`config.mk`:
```
export PLATFORM = sky130hd
export DESIGN_NAME = irq_entry_seq
export DESIGN_NICKNAME = d
export VERILOG_FILES = /design/src/rtl/irq_entry_pkg.sv /design/src/rtl/irq_frame_writer.sv /design/src/rtl/irq_vector_reader.sv /design/src/rtl/irq_entry_seq.sv
export SDC_FILE = /design/constraint.sdc
export NUM_CORES = 1
export LEC_CHECK = 0
export ABC_CLOCK_PERIOD_IN_PS = 3300
export CAP_MARGIN = 20
export CORE_MARGIN = 5
export CORE_UTILIZATION = 45
export CTS_CLUSTER_DIAMETER = 100
export CTS_CLUSTER_SIZE = 14
export DETAILED_ROUTE_END_ITERATION = 8
export GPL_ROUTABILITY_DRIVEN = 0
export PLACE_DENSITY_LB_ADDON = 0.08
export REMOVE_ABC_BUFFERS = 1
export SKIP_LAST_GASP = 1
export SLEW_MARGIN = 20
export SYNTH_ARGS = -nofsm -noshare
export SYNTH_HDL_FRONTEND = slang
export SYNTH_SLANG_ARGS = --single-unit
```
`constraint.sdc`:
```
create_clock -name clk -period 3.3 [get_ports clk]
set_input_delay 0.66 -clock clk [delete_from_list [all_inputs] [get_ports clk]]
set_output_delay 0.66 -clock clk [all_outputs]
set_load 0.05 [all_outputs]
```
`src/rtl/irq_entry_pkg.sv`:
```
package irq_entry_pkg;
  typedef enum logic [1:0] {
    ST_IDLE,
    ST_FRAME,
    ST_FRAME2,
    ST_VEC
  } seq_state_t;

  localparam logic [15:0] SR_KEEP_MASK = 16'h38FF;
  localparam logic [15:0] SR_SUPER_SET = 16'h2000;
  localparam logic [11:0] VEC_BASE     = 12'h060;
  localparam int          SR_S_BIT     = 13;
  localparam int          SR_M_BIT     = 12;
  localparam logic [3:0]  FMT_NORMAL   = 4'h0;
  localparam logic [3:0]  FMT_THROW    = 4'h1;

  function automatic logic [11:0] vec_offset(input logic [2:0] lvl);
    return VEC_BASE + {7'b0, lvl, 2'b00};
  endfunction
endpackage

```
`src/rtl/irq_frame_writer.sv`:
```
module irq_frame_writer #(
  parameter int AW = 32,
  parameter int DW = 16,
  parameter int NW = 4
) (
  input  logic               clk,
  input  logic               rst,
  input  logic               start,
  input  logic [AW-1:0]      sp_in,
  input  logic [NW-1:0][DW-1:0] words,
  output logic               wr_valid,
  output logic [AW-1:0]      wr_addr,
  output logic [DW-1:0]      wr_data,
  input  logic               wr_ready,
  output logic               fin,
  output logic [AW-1:0]      sp_out
);
  localparam int IW = (NW > 1) ? $clog2(NW) : 1;
  localparam logic [AW-1:0] STEP = AW'(DW / 8);

  logic [IW-1:0] idx;
  logic          last;
  assign last = (idx == IW'(NW - 1));

  always_ff @(posedge clk) begin
    if (rst) begin
      wr_valid <= 1'b0;
      wr_addr  <= '0;
      wr_data  <= '0;
      idx      <= '0;
      fin      <= 1'b0;
      sp_out   <= '0;
    end else begin
      fin <= 1'b0;
      if (start) begin
        idx      <= '0;
        wr_valid <= 1'b1;
        wr_addr  <= sp_in - STEP;
        wr_data  <= words[0];
      end else if (wr_valid && wr_ready) begin
        if (last) begin
          wr_valid <= 1'b0;
          fin      <= 1'b1;
          sp_out   <= wr_addr;
        end else begin
          idx     <= idx + 1'b1;
          wr_addr <= wr_addr - STEP;
          wr_data <= words[idx + 1'b1];
        end
      end
    end
  end

  // a stalled write keeps address and data
  a_r7_wr_hold: assert property (@(posedge clk) disable iff (rst)
    (wr_valid && !wr_ready && !start) |=> (wr_valid && $stable(wr_addr) && $stable(wr_data)));
  // frame words go to descending addresses
  a_r3_predec: assert property (@(posedge clk) disable iff (rst)
    (wr_valid && wr_ready && !last && !start) |=> (wr_valid && wr_addr == $past(wr_addr) - STEP));
endmodule

```
`src/rtl/irq_vector_reader.sv`:
```
module irq_vector_reader #(
  parameter int AW = 32,
  parameter int DW = 16
) (
  input  logic            clk,
  input  logic            rst,
  input  logic            start,
  input  logic [AW-1:0]   base,
  output logic            rd_valid,
  output logic [AW-1:0]   rd_addr,
  input  logic [DW-1:0]   rd_data,
  input  logic            rd_ready,
  output logic            fin,
  output logic [2*DW-1:0] value
);
  localparam logic [AW-1:0] STEP = AW'(DW / 8);

  logic          phase;
  logic [DW-1:0] upper;

  always_ff @(posedge clk) begin
    if (rst) begin
      rd_valid <= 1'b0;
      rd_addr  <= '0;
      phase    <= 1'b0;
      upper    <= '0;
      fin      <= 1'b0;
      value    <= '0;
    end else begin
      fin <= 1'b0;
      if (start) begin
        rd_valid <= 1'b1;
        rd_addr  <= base;
        phase    <= 1'b0;
      end else if (rd_valid && rd_ready) begin
        if (!phase) begin
          upper   <= rd_data;
          rd_addr <= rd_addr + STEP;
          phase   <= 1'b1;
        end else begin
          value    <= {upper, rd_data};
          rd_valid <= 1'b0;
          fin      <= 1'b1;
        end
      end
    end
  end

  // a stalled read keeps its address
  a_r7_rd_hold: assert property (@(posedge clk) disable iff (rst)
    (rd_valid && !rd_ready && !start) |=> (rd_valid && $stable(rd_addr)));
endmodule

```
`src/rtl/irq_entry_seq.sv`:
```
module irq_entry_seq
  import irq_entry_pkg::*;
#(
  parameter int AW = 32,
  parameter int DW = 16
) (
  input  logic          clk,
  input  logic          rst,
  input  logic          req_valid,
  input  logic [2:0]    req_level,
  input  logic          halt_set,
  input  logic          model_ext,
  input  logic [15:0]   sr_in,
  input  logic [31:0]   pc_in,
  input  logic [AW-1:0] vbr_in,
  input  logic [AW-1:0] a7_in,
  input  logic [AW-1:0] usp_in,
  input  logic [AW-1:0] isp_in,
  input  logic [AW-1:0] msp_in,
  output logic          wr_valid,
  output logic [AW-1:0] wr_addr,
  output logic [DW-1:0] wr_data,
  input  logic          wr_ready,
  output logic          rd_valid,
  output logic [AW-1:0] rd_addr,
  input  logic [DW-1:0] rd_data,
  input  logic          rd_ready,
  output logic          busy,
  output logic          halted,
  output logic          restart,
  output logic          done,
  output logic [31:0]   pc_out,
  output logic [15:0]   sr_out,
  output logic [AW-1:0] a7_out,
  output logic [AW-1:0] usp_out,
  output logic [AW-1:0] msp_out
);
  localparam int NW = 4;

  seq_state_t state;
  logic [2:0]    lvl_r;
  logic          ext_r;
  logic [31:0]   pc_r;
  logic [15:0]   sr_old, sr_r;
  logic [AW-1:0] vaddr_r, isp_r, sp_r, usp_r, msp_r;
  logic [NW-1:0][DW-1:0] fw_words;
  logic          fw_start, fw_fin, vr_start, vr_fin;
  logic [AW-1:0] fw_sp;
  logic [31:0]   vr_value;
  logic [11:0]   off_in, off_r;
  logic [15:0]   sr_new;

  assign off_in = vec_offset(req_level);
  assign off_r  = vec_offset(lvl_r);
  assign sr_new = (sr_old & SR_KEEP_MASK) | SR_SUPER_SET | {5'b0, lvl_r, 8'b0};

  irq_frame_writer #(.AW(AW), .DW(DW), .NW(NW)) u_writer (
    .clk(clk), .rst(rst), .start(fw_start), .sp_in(sp_r), .words(fw_words),
    .wr_valid(wr_valid), .wr_addr(wr_addr), .wr_data(wr_data), .wr_ready(wr_ready),
    .fin(fw_fin), .sp_out(fw_sp)
  );

  irq_vector_reader #(.AW(AW), .DW(DW)) u_reader (
    .clk(clk), .rst(rst), .start(vr_start), .base(vaddr_r),
    .rd_valid(rd_valid), .rd_addr(rd_addr), .rd_data(rd_data), .rd_ready(rd_ready),
    .fin(vr_fin), .value(vr_value)
  );

  always_ff @(posedge clk) begin
    if (rst) begin
      state    <= ST_IDLE;
      busy     <= 1'b0;
      halted   <= 1'b0;
      restart  <= 1'b0;
      done     <= 1'b0;
      fw_start <= 1'b0;
      vr_start <= 1'b0;
      lvl_r    <= '0;
      ext_r    <= 1'b0;
      pc_r     <= '0;
      sr_old   <= '0;
      sr_r     <= '0;
      vaddr_r  <= '0;
      isp_r    <= '0;
      sp_r     <= '0;
      usp_r    <= '0;
      msp_r    <= '0;
      fw_words <= '0;
      pc_out   <= '0;
      sr_out   <= '0;
      a7_out   <= '0;
      usp_out  <= '0;
      msp_out  <= '0;
    end else begin
      restart  <= 1'b0;
      done     <= 1'b0;
      fw_start <= 1'b0;
      vr_start <= 1'b0;
      case (state)
        ST_IDLE: begin
          if (req_valid) begin
            busy     <= 1'b1;
            lvl_r    <= req_level;
            ext_r    <= model_ext;
            pc_r     <= pc_in;
            sr_old   <= sr_in;
            vaddr_r  <= vbr_in + AW'(off_in);
            isp_r    <= isp_in;
            msp_r    <= msp_in;
            if (halted) begin
              halted  <= 1'b0;
              restart <= 1'b1;
            end
            if (!sr_in[SR_S_BIT]) begin
              usp_r <= a7_in;
              sp_r  <= (model_ext && sr_in[SR_M_BIT]) ? msp_in : isp_in;
            end else begin
              usp_r <= usp_in;
              sp_r  <= a7_in;
            end
            fw_words <= {sr_in, pc_in[31:16], pc_in[15:0], {FMT_NORMAL, off_in}};
            fw_start <= 1'b1;
            state    <= ST_FRAME;
          end else if (halt_set) begin
            halted <= 1'b1;
          end
        end
        ST_FRAME: begin
          if (fw_fin) begin
            sr_r <= sr_new;
            if (ext_r && sr_new[SR_M_BIT]) begin
              msp_r    <= fw_sp;
              sp_r     <= isp_r;
              fw_words <= {sr_new, pc_r[31:16], pc_r[15:0], {FMT_THROW, off_r}};
              fw_start <= 1'b1;
              state    <= ST_FRAME2;
            end else begin
              sp_r     <= fw_sp;
              vr_start <= 1'b1;
              state    <= ST_VEC;
            end
          end
        end
        ST_FRAME2: begin
          if (fw_fin) begin
            sp_r           <= fw_sp;
            sr_r[SR_M_BIT] <= 1'b0;
            vr_start       <= 1'b1;
            state          <= ST_VEC;
          end
        end
        default: begin
          if (vr_fin) begin
            done    <= 1'b1;
            busy    <= 1'b0;
            halted  <= 1'b0;
            pc_out  <= vr_value;
            sr_out  <= sr_r;
            a7_out  <= sp_r;
            usp_out <= usp_r;
            msp_out <= msp_r;
            state   <= ST_IDLE;
          end
        end
      endcase
    end
  end

  // completion is a single-cycle pulse and leaves the block idle
  a_r8_done_pulse: assert property (@(posedge clk) disable iff (rst)
    done |=> !done);
  a_r8_done_idle: assert property (@(posedge clk) disable iff (rst)
    done |-> !busy);
  // completed status word is supervisor with both trace bits clear
  a_r4_sr_super: assert property (@(posedge clk) disable iff (rst)
    done |-> (sr_out[13] && !sr_out[15] && !sr_out[14]));
  // wake pulse only while busy and awake
  a_r10_restart: assert property (@(posedge clk) disable iff (rst)
    restart |-> (busy && !halted));
  // no memory traffic while idle
  a_r9_idle_quiet: assert property (@(posedge clk) disable iff (rst)
    (!busy && !fw_start) |-> (!wr_valid && !rd_valid));
endmodule

```
==> results of run 1 <==
routing by layer:
| metal | track usage [%] | share of wire (%) | up-vias |
|---|---|---|---|
| met4 | 8.83 | 3.0 | 10 |
| met1 | 33.3 | 43 | 10900 |
| li1 | - | - | 11300 |
| met2 | 42.7 | 47 | 642 |
| met3 | 5.53 | 6.7 | 145 |
| met5 | 0 | 0.091 | - |
final timing paths:
kind,slack (ns),from,endpoint
worst min register to register,0.45,u_reader.upper[6],u_reader.value[22]
worst max register to register,0.39,fw_start,u_writer.wr_addr[26]
worst min-delay path,0.45,u_reader.upper[6],u_reader.value[22]
worst max-delay path,0.39,fw_start,u_writer.wr_addr[26]
critical path: stages (launching register included):
cell and delay (ns):
dfxtp_4 0.50, buf_4 0.26, or3_1 0.43, a222oi_1 0.36
buf_4 0.25, nand4_2 0.26, a2111oi_4 0.40, xor2_1 0.11
a211oi_1 0.23
layout make-up:
| class | count | area share (%) |
|---|---|---|
| multi-input cells | 2254 | 39.4 |
| flip-flops and latches | 590 | 37.1 |
| repair buffers | 511 | 16.3 |
| clock buffers | 50 | 3.86 |
| well taps | 756 | 2.97 |
| inverters | 15 | 0.177 |
| clock inverters | 3 | 0.106 |
| diodes | 8 | 0.0629 |
Yosys cell counts, types with 7 or more instances:
master | count | area (um2)
mux2_2 | 14 | 158
a21oi_1 | 391 | 1960
buf_1 | 18 | 67.6
nor4_1 | 7 | 43.8
or2_2 | 7 | 43.8
ha_1 | 11 | 138
or3_1 | 14 | 87.6
inv_1 | 14 | 52.6
a211oi_1 | 160 | 1200
nor3_1 | 35 | 175
nor2_1 | 245 | 920
o211ai_1 | 35 | 263
clkbuf_1 | 217 | 815
nand3_1 | 28 | 140
a221oi_1 | 11 | 96.3
nor3b_1 | 7 | 52.6
nand2_1 | 802 | 3010
xnor2_1 | 55 | 482
and3_1 | 9 | 56.3
nand2b_1 | 7 | 43.8
and2_1 | 10 | 62.6
buf_2 | 7 | 35.0
nand4_1 | 24 | 150
mux2i_1 | 169 | 1690
a22oi_1 | 35 | 263
and4_1 | 11 | 96.3
xor2_1 | 36 | 315
a311oi_1 | 8 | 70.1
dfxtp_1 | 590 | 11800
o21ai_0 | 46 | 230
power by group through the flow:
stage | clock network, mW | registers, mW | logic, mW
5_1_grt | 5.58 | 9.32 | 7.35
6_report | 5.19 | 9.18 | 6.69
3_3_place_gp | 0 | 9.26 | 6.53
2_1_floorplan | 0 | 9.18 | 3.91
4_1_cts | 5.33 | 9.17 | 6.71
3_5_place_dp | 0 | 9.32 | 6.68
cell families (layout without fill, tap and decap cells):
logic type                 Yosys count  in the layout  share of synthesized area [%]
and+or+nand+nor                   1238           1238                           20.4
AOI/OAI and AO/OA                  722            722                           17.3
DFF                                590            590                           46.7
buffers and inverters              261            579                           4.00
muxes                              189            189                           7.85
xor gates and xnor gates            91             91                           3.15
adders and majority gates           12             12                          0.623
other                                1             10                         0.0148
cells in the final DEF, fill, tap and decap left out, types with 6 or more instances in the layout:
master,instances
diode_2,8
o211ai_1,35
mux2i_1,169
or4_1,6
or3_1,14
a21oi_1,391
dfxtp_1,589
nor4_1,7
xnor2_1,55
nand2b_1,7
inv_1,14
ha_1,9
nor3_1,35
xor2_1,36
and2_1,8
mux4_2,6
o21ai_0,46
a22oi_1,35
and3_1,8
nand3_1,28
nor2_1,243
nand2_1,799
buf_12,15
clkdlybuf4s50_1,459
a221oi_1,11
a211oi_1,160
mux2_2,14
or2_2,7
buf_4,36
and4_1,11
nand4_1,24
clkbuf_16,49
o22ai_1,6
a311oi_1,8
through the flow:
stage               instance area [um2]  worst slack [ns]  std cells  hold WS (ns)  setup TNS [ns]
finish                            31800             0.394       4187         0.445               0
global route                      31800             0.204       4184         0.445               0
CTS                               31800             0.400       4179         0.451               0
detailed placement                30600            0.0414       4126         0.444               0
global placement                  30600            0.0849       4126         0.435               0
floorplan                         24300             -7.34       2859         0.426         -877.53
state kept, by name, indices dropped and copies added, names as in the netlist, 2 cells and up:
signal	cells
usp_r	32
u_writer.idx	2
u_reader.upper	16
msp_r	32
u_reader.rd_addr	32
u_writer.sp_out	32
sr_out	14
u_writer.wr_data	16
pc_r	32
usp_out	32
pc_out	32
a7_out	32
u_reader.value	32
sp_r	32
u_writer.wr_addr	32
state	2
isp_r	32
msp_out	32
sr_r	14
sr_old	10
vaddr_r	32
lvl_r	3
fw_words	53
==> flow_summary.json, run 1 <==
{
  "async_flop_share_pct": 0,
  "clock_latency_ns": 0.60,
  "power.internal_mw": 13.4,
  "hold_viol_final": 0,
  "clkSinkCount": 590,
  "wl_um": 82700,
  "power_frac_seq_pct": 43.6,
  "synthFlopType": "dfxtp_1",
  "yosysSeqAreaShare_pct": 46.7,
  "start_util_pct": 45.1,
  "post_cts.repair.setup_buffers": 0,
  "ios": 464,
  "ff2ff_path_depth": 8,
  "first_pass_iters": 6,
  "pwr-share-clk_pct": 24.7,
  "cts-buffers-inserted": 48,
  "switching_power_mw": 7.62,
  "ctsHoldBuffers": 0,
  "ant_nets": 0,
  "ctsResizeCount": 0,
  "skew_ns": 0.0263,
  "synth_area_mm2": 0.0253,
  "register_area_mm2": 0.0118,
  "clockBufferDepth": 3,
  "numPortBuffers": 461,
  "avgSynthCellArea_um2": 8.15,
  "min_path_type": "reg2reg",
  "grt_pass1_wl_um": 126000,
  "postLayoutCoreUtil_pct": 56.8,
  "status": "complete, no violations",
  "drc": 0,
  "drive_above_1_share_pct": 4.53,
  "htreeDepth": 2,
  "crit_arrival_ns": 3.41,
  "fp.dieW_um": 247,
  "min_period_ns": 2.91,
  "drv_cap": 0,
  "swShare_pct": 36.2,
  "syn_to_final_growth_pct": 25.9,
  "fin_total_pwr_mw": 21.1,
  "required_ns": 3.81,
  "num_vias": 23000,
  "overflow": 0,
  "p_leak_nw": 11.1,
  "ys_types": 64,
  "clockRootBuffer": "clkbuf_16",
  "nNetsFinal": 3666,
  "holdPathStages": 2,
  "die_area_mm2": 0.0610,
  "critPathKind": "reg2reg",
  "synth_edf_count": 0,
  "via_per_inst": 5.49,
  "grt_max_degree": 119,
  "multi_input_area_mm2": 0.0126,
  "core_mm2": 0.0561,
  "drt-initial-drc-count": 1511,
  "place_hpwl_um": 55800,
  "finalCritPeriodShare_pct": 88.1,
  "slew_headroom_pct": 29.7,
  "cp_max_fo": 40,
  "cp-start-kind": "flip-flop",
  "setup_viol": 0,
  "ys_ff_latch": 590,
  "worst_slew_pin_slew_ns": 1.05,
  "gr-usage-all-layers_pct": 25.7,
  "fmax_mhz": 344,
  "rsz0062_at_grt": "false",
  "clkSlewWorstSetupHoldPaths_ns": 0.07,
  "wl_per_cell_um": 19.7,
  "cts_tree": "built",
  "nFillCells": 5113,
  "ir_drop_v": 0.000535,
  "grt_pass1_vias": 22300,
  "drv_slew": 0,
  "yosys_warnings": 0,
  "rows": 87,
  "power.density_mw_per_mm2": 661,
  "combPwrFrac_pct": 31.8,
  "cp-end-kind": "flip-flop",
  "syn_inst": 3104,
  "die_h_um": 247,
  "antenna_found_initial": 13
}
Power figures use the tool's default switching activity.
==> run 2: changes to the inputs <==
Settings changed: CTS_BUF_LIST set to sky130_fd_sc_hd__clkbuf_4 sky130_fd_sc_hd__clkbuf_8 sky130_fd_sc_hd__clkbuf_16, RECOVER_POWER set to 100.
==> run 2 against run 1 <==
  * The flow now finishes with violations (capacitance limit, slew limit)
  * Clock skew fell by 0.0014 ns
  * Critical path depth decreased by 1
  * Maximum frequency down 3.0%
  * Setup slack worse by 0.090 ns
  * Cell count stayed put
  * Power fell by 0.40%
  * Critical endpoint unchanged
  * Largest cell class unchanged
==> flow_summary.json, run 2 (same netlist as run 1, synthesis figures left out) <==
{
  "nNetsFinal": 3666,
  "power.internal_mw": 13.4,
  "slew_headroom_pct": -18.9,
  "holdWs_ns": 0.449,
  "setup_viol": 0,
  "cts_tree": "built",
  "worst_slew_pin_slew_ns": 1.78,
  "fin_setup_tns_ns": 0,
  "r2r_start": "fw_start",
  "drt-initial-drc-count": 1496,
  "pre_cts_slack_ns": 0.0414,
  "required_ns": 3.79,
  "ctsResizeCount": 0,
  "wl_per_cell_um": 19.8,
  "r2r_setup_slack_ns": 0.30,
  "violations": "capacitance limit, slew limit",
  "switching_power_mw": 7.60,
  "die_area_mm2": 0.0610,
  "crit-reg2reg-capture": "u_writer.wr_addr[26]",
  "wl_um": 82800,
  "status": "finished, violations left",
  "drive_above_1_share_pct": 4.29,
  "rsz0062_at_grt": "false",
  "clockBufferDepth": 3,
  "max_stage_delay_ns": 0.67,
  "finalCritPeriodShare_pct": 90.8,
  "power.density_mw_per_mm2": 662,
  "p_leak_nw": 11.8,
  "core_mm2": 0.0561,
  "cp-end-kind": "flip-flop",
  "clockRootBuffer": "clkbuf_16",
  "min_period_ns": 3.00,
  "fin_total_pwr_mw": 21.0,
  "cp-start-kind": "flip-flop",
  "swShare_pct": 36.2,
  "cts-buffers-inserted": 48,
  "via_per_inst": 5.50,
  "cp-endpoint": "u_writer.wr_addr[26]",
  "clkSinkCount": 590,
  "slowest_stage": "dfxtp_4",
  "min_path_type": "reg2reg",
  "first_pass_iters": 5,
  "skew_ns": 0.0249,
  "start_util_pct": 45.1,
  "place_hpwl_um": 55800,
  "gr-usage-all-layers_pct": 25.7,
  "overflow": 0,
  "ant_nets": 0,
  "htreeDepth": 2,
  "critPathKind": "reg2reg",
  "rows": 87,
  "drv_cap": 7,
  "postLayoutCoreUtil_pct": 56.6,
  "post_cts.repair.setup_buffers": 0,
  "antenna_found_initial": 14,
  "syn_to_final_growth_pct": 25.4,
  "drc": 0,
  "ios": 464,
  "crit_arrival_ns": 3.48,
  "top_register": "fw_words",
  "ctsHoldBuffers": 0,
  "power_frac_seq_pct": 43.7,
  "clkSlewWorstSetupHoldPaths_ns": 0.07,
  "fp.dieW_um": 247,
  "hold_viol_final": 0,
  "grt_pass1_vias": 22300,
  "fin_ws_ns": 0.304,
  "combPwrFrac_pct": 31.5,
  "cp_max_fo": 40,
  "numPortBuffers": 461,
  "largest_register_ffs": 53,
  "drv_slew": 347,
  "pwr-share-clk_pct": 24.7,
  "ff2ff_path_depth": 7,
  "layout_commonest_cell": "nand2_1",
  "grt_max_degree": 119,
  "ir_drop_v": 0.000540,
  "fmax_mhz": 334,
  "startpoint": "fw_start",
  "grt_pass1_wl_um": 126000,
  "die_h_um": 247,
  "path_cells": "buf_4 > nor3b_1 > o221a_1 > nand4_2 > a2111oi_4 > xor2_1 > a211oi_1",
  "final_cell_mix": "799 x nand2_1, 589 x dfxtp_1, 391 x a21oi_1",
  "clock_latency_ns": 0.60,
  "num_vias": 23000
}
==> run 2: cell count changes in the layout (fill, tap and decap cells not counted), moves of 4 or more <==
cell	previous run	this run
clkbuf_4	0	4
dlygate4sd3_1	0	228
buf_12	15	10
clkdlybuf4s50_1	459	231
buf_4	36	27
clkbuf_2	0	7
==> run 2: how the worst min path moves through the flow <==
stage | start | endpoint | slack [ns] | cells past startpoint
after detailed placement | usp_r[17] | usp_out[17] | 0.44 | 2
after global placement | usp_r[30] | usp_out[30] | 0.43 | 2
final | u_reader.upper[6] | u_reader.value[22] | 0.45 | 2
after CTS | u_reader.upper[6] | u_reader.value[22] | 0.45 | 2
after global routing | u_reader.upper[6] | u_reader.value[22] | 0.45 | 2
after floorplan | vaddr_r[4] | vaddr_r[4] | 0.43 | 2
==> run 2: worst max-delay path, delay by kind of cell, from the launching register on <==
family	cells	cell delay, ns
flops	1	0.67
xor+xnor	1	0.11
buf+inv	1	0.28
simple gates	2	0.69
compound gates	3	1.14
==> run 2: layout make-up <==
class,instances,area [um2]
antenna,8,20.0
inverter,15,56.3
sequential,590,11800
tap,756,946
timing repair buffer,511,5080
clock inverter,3,33.8
multi-input combinational,2254,12500
fill,5132,24300
clock buffer,50,1230
==> run 2: power groups by stage <==
stage / Combinational [mW] / Sequential, mW / Clock [mW]
6_report: 6.61 / 9.18 / 5.19
5_1_grt: 7.25 / 9.31 / 5.59
4_1_cts: 6.71 / 9.17 / 5.34
3_5_place_dp: 6.68 / 9.32 / 0
3_3_place_gp: 6.53 / 9.26 / 0
2_1_floorplan: 3.91 / 9.18 / 0
==> run 2: metal layers <==
metal	GRT usage (%)	share of wire (%)	vias up
met2	42.7	47	646
met3	5.53	6.5	151
met5	0	0.099	-
met4	8.83	3.1	12
li1	-	-	11300
met1	33.3	43	10900
==> run 2: stage by stage <==
| stage | instances | instance area (um2) |
|---|---|---|
| 2_1_floorplan | 2859 | 24300 |
| 3_3_place_gp | 4126 | 30600 |
| 3_5_place_dp | 4126 | 30600 |
| 4_1_cts | 4179 | 31800 |
| 5_1_grt | 4184 | 31700 |
| 6_report | 4187 | 31700 |
==> run 3: changes to the inputs <==
Settings changed: SKIP_CTS_REPAIR_TIMING set to 1.
==> results of run 3 <==
The final DEF is identical to that of run 2; final timing and power are the same.
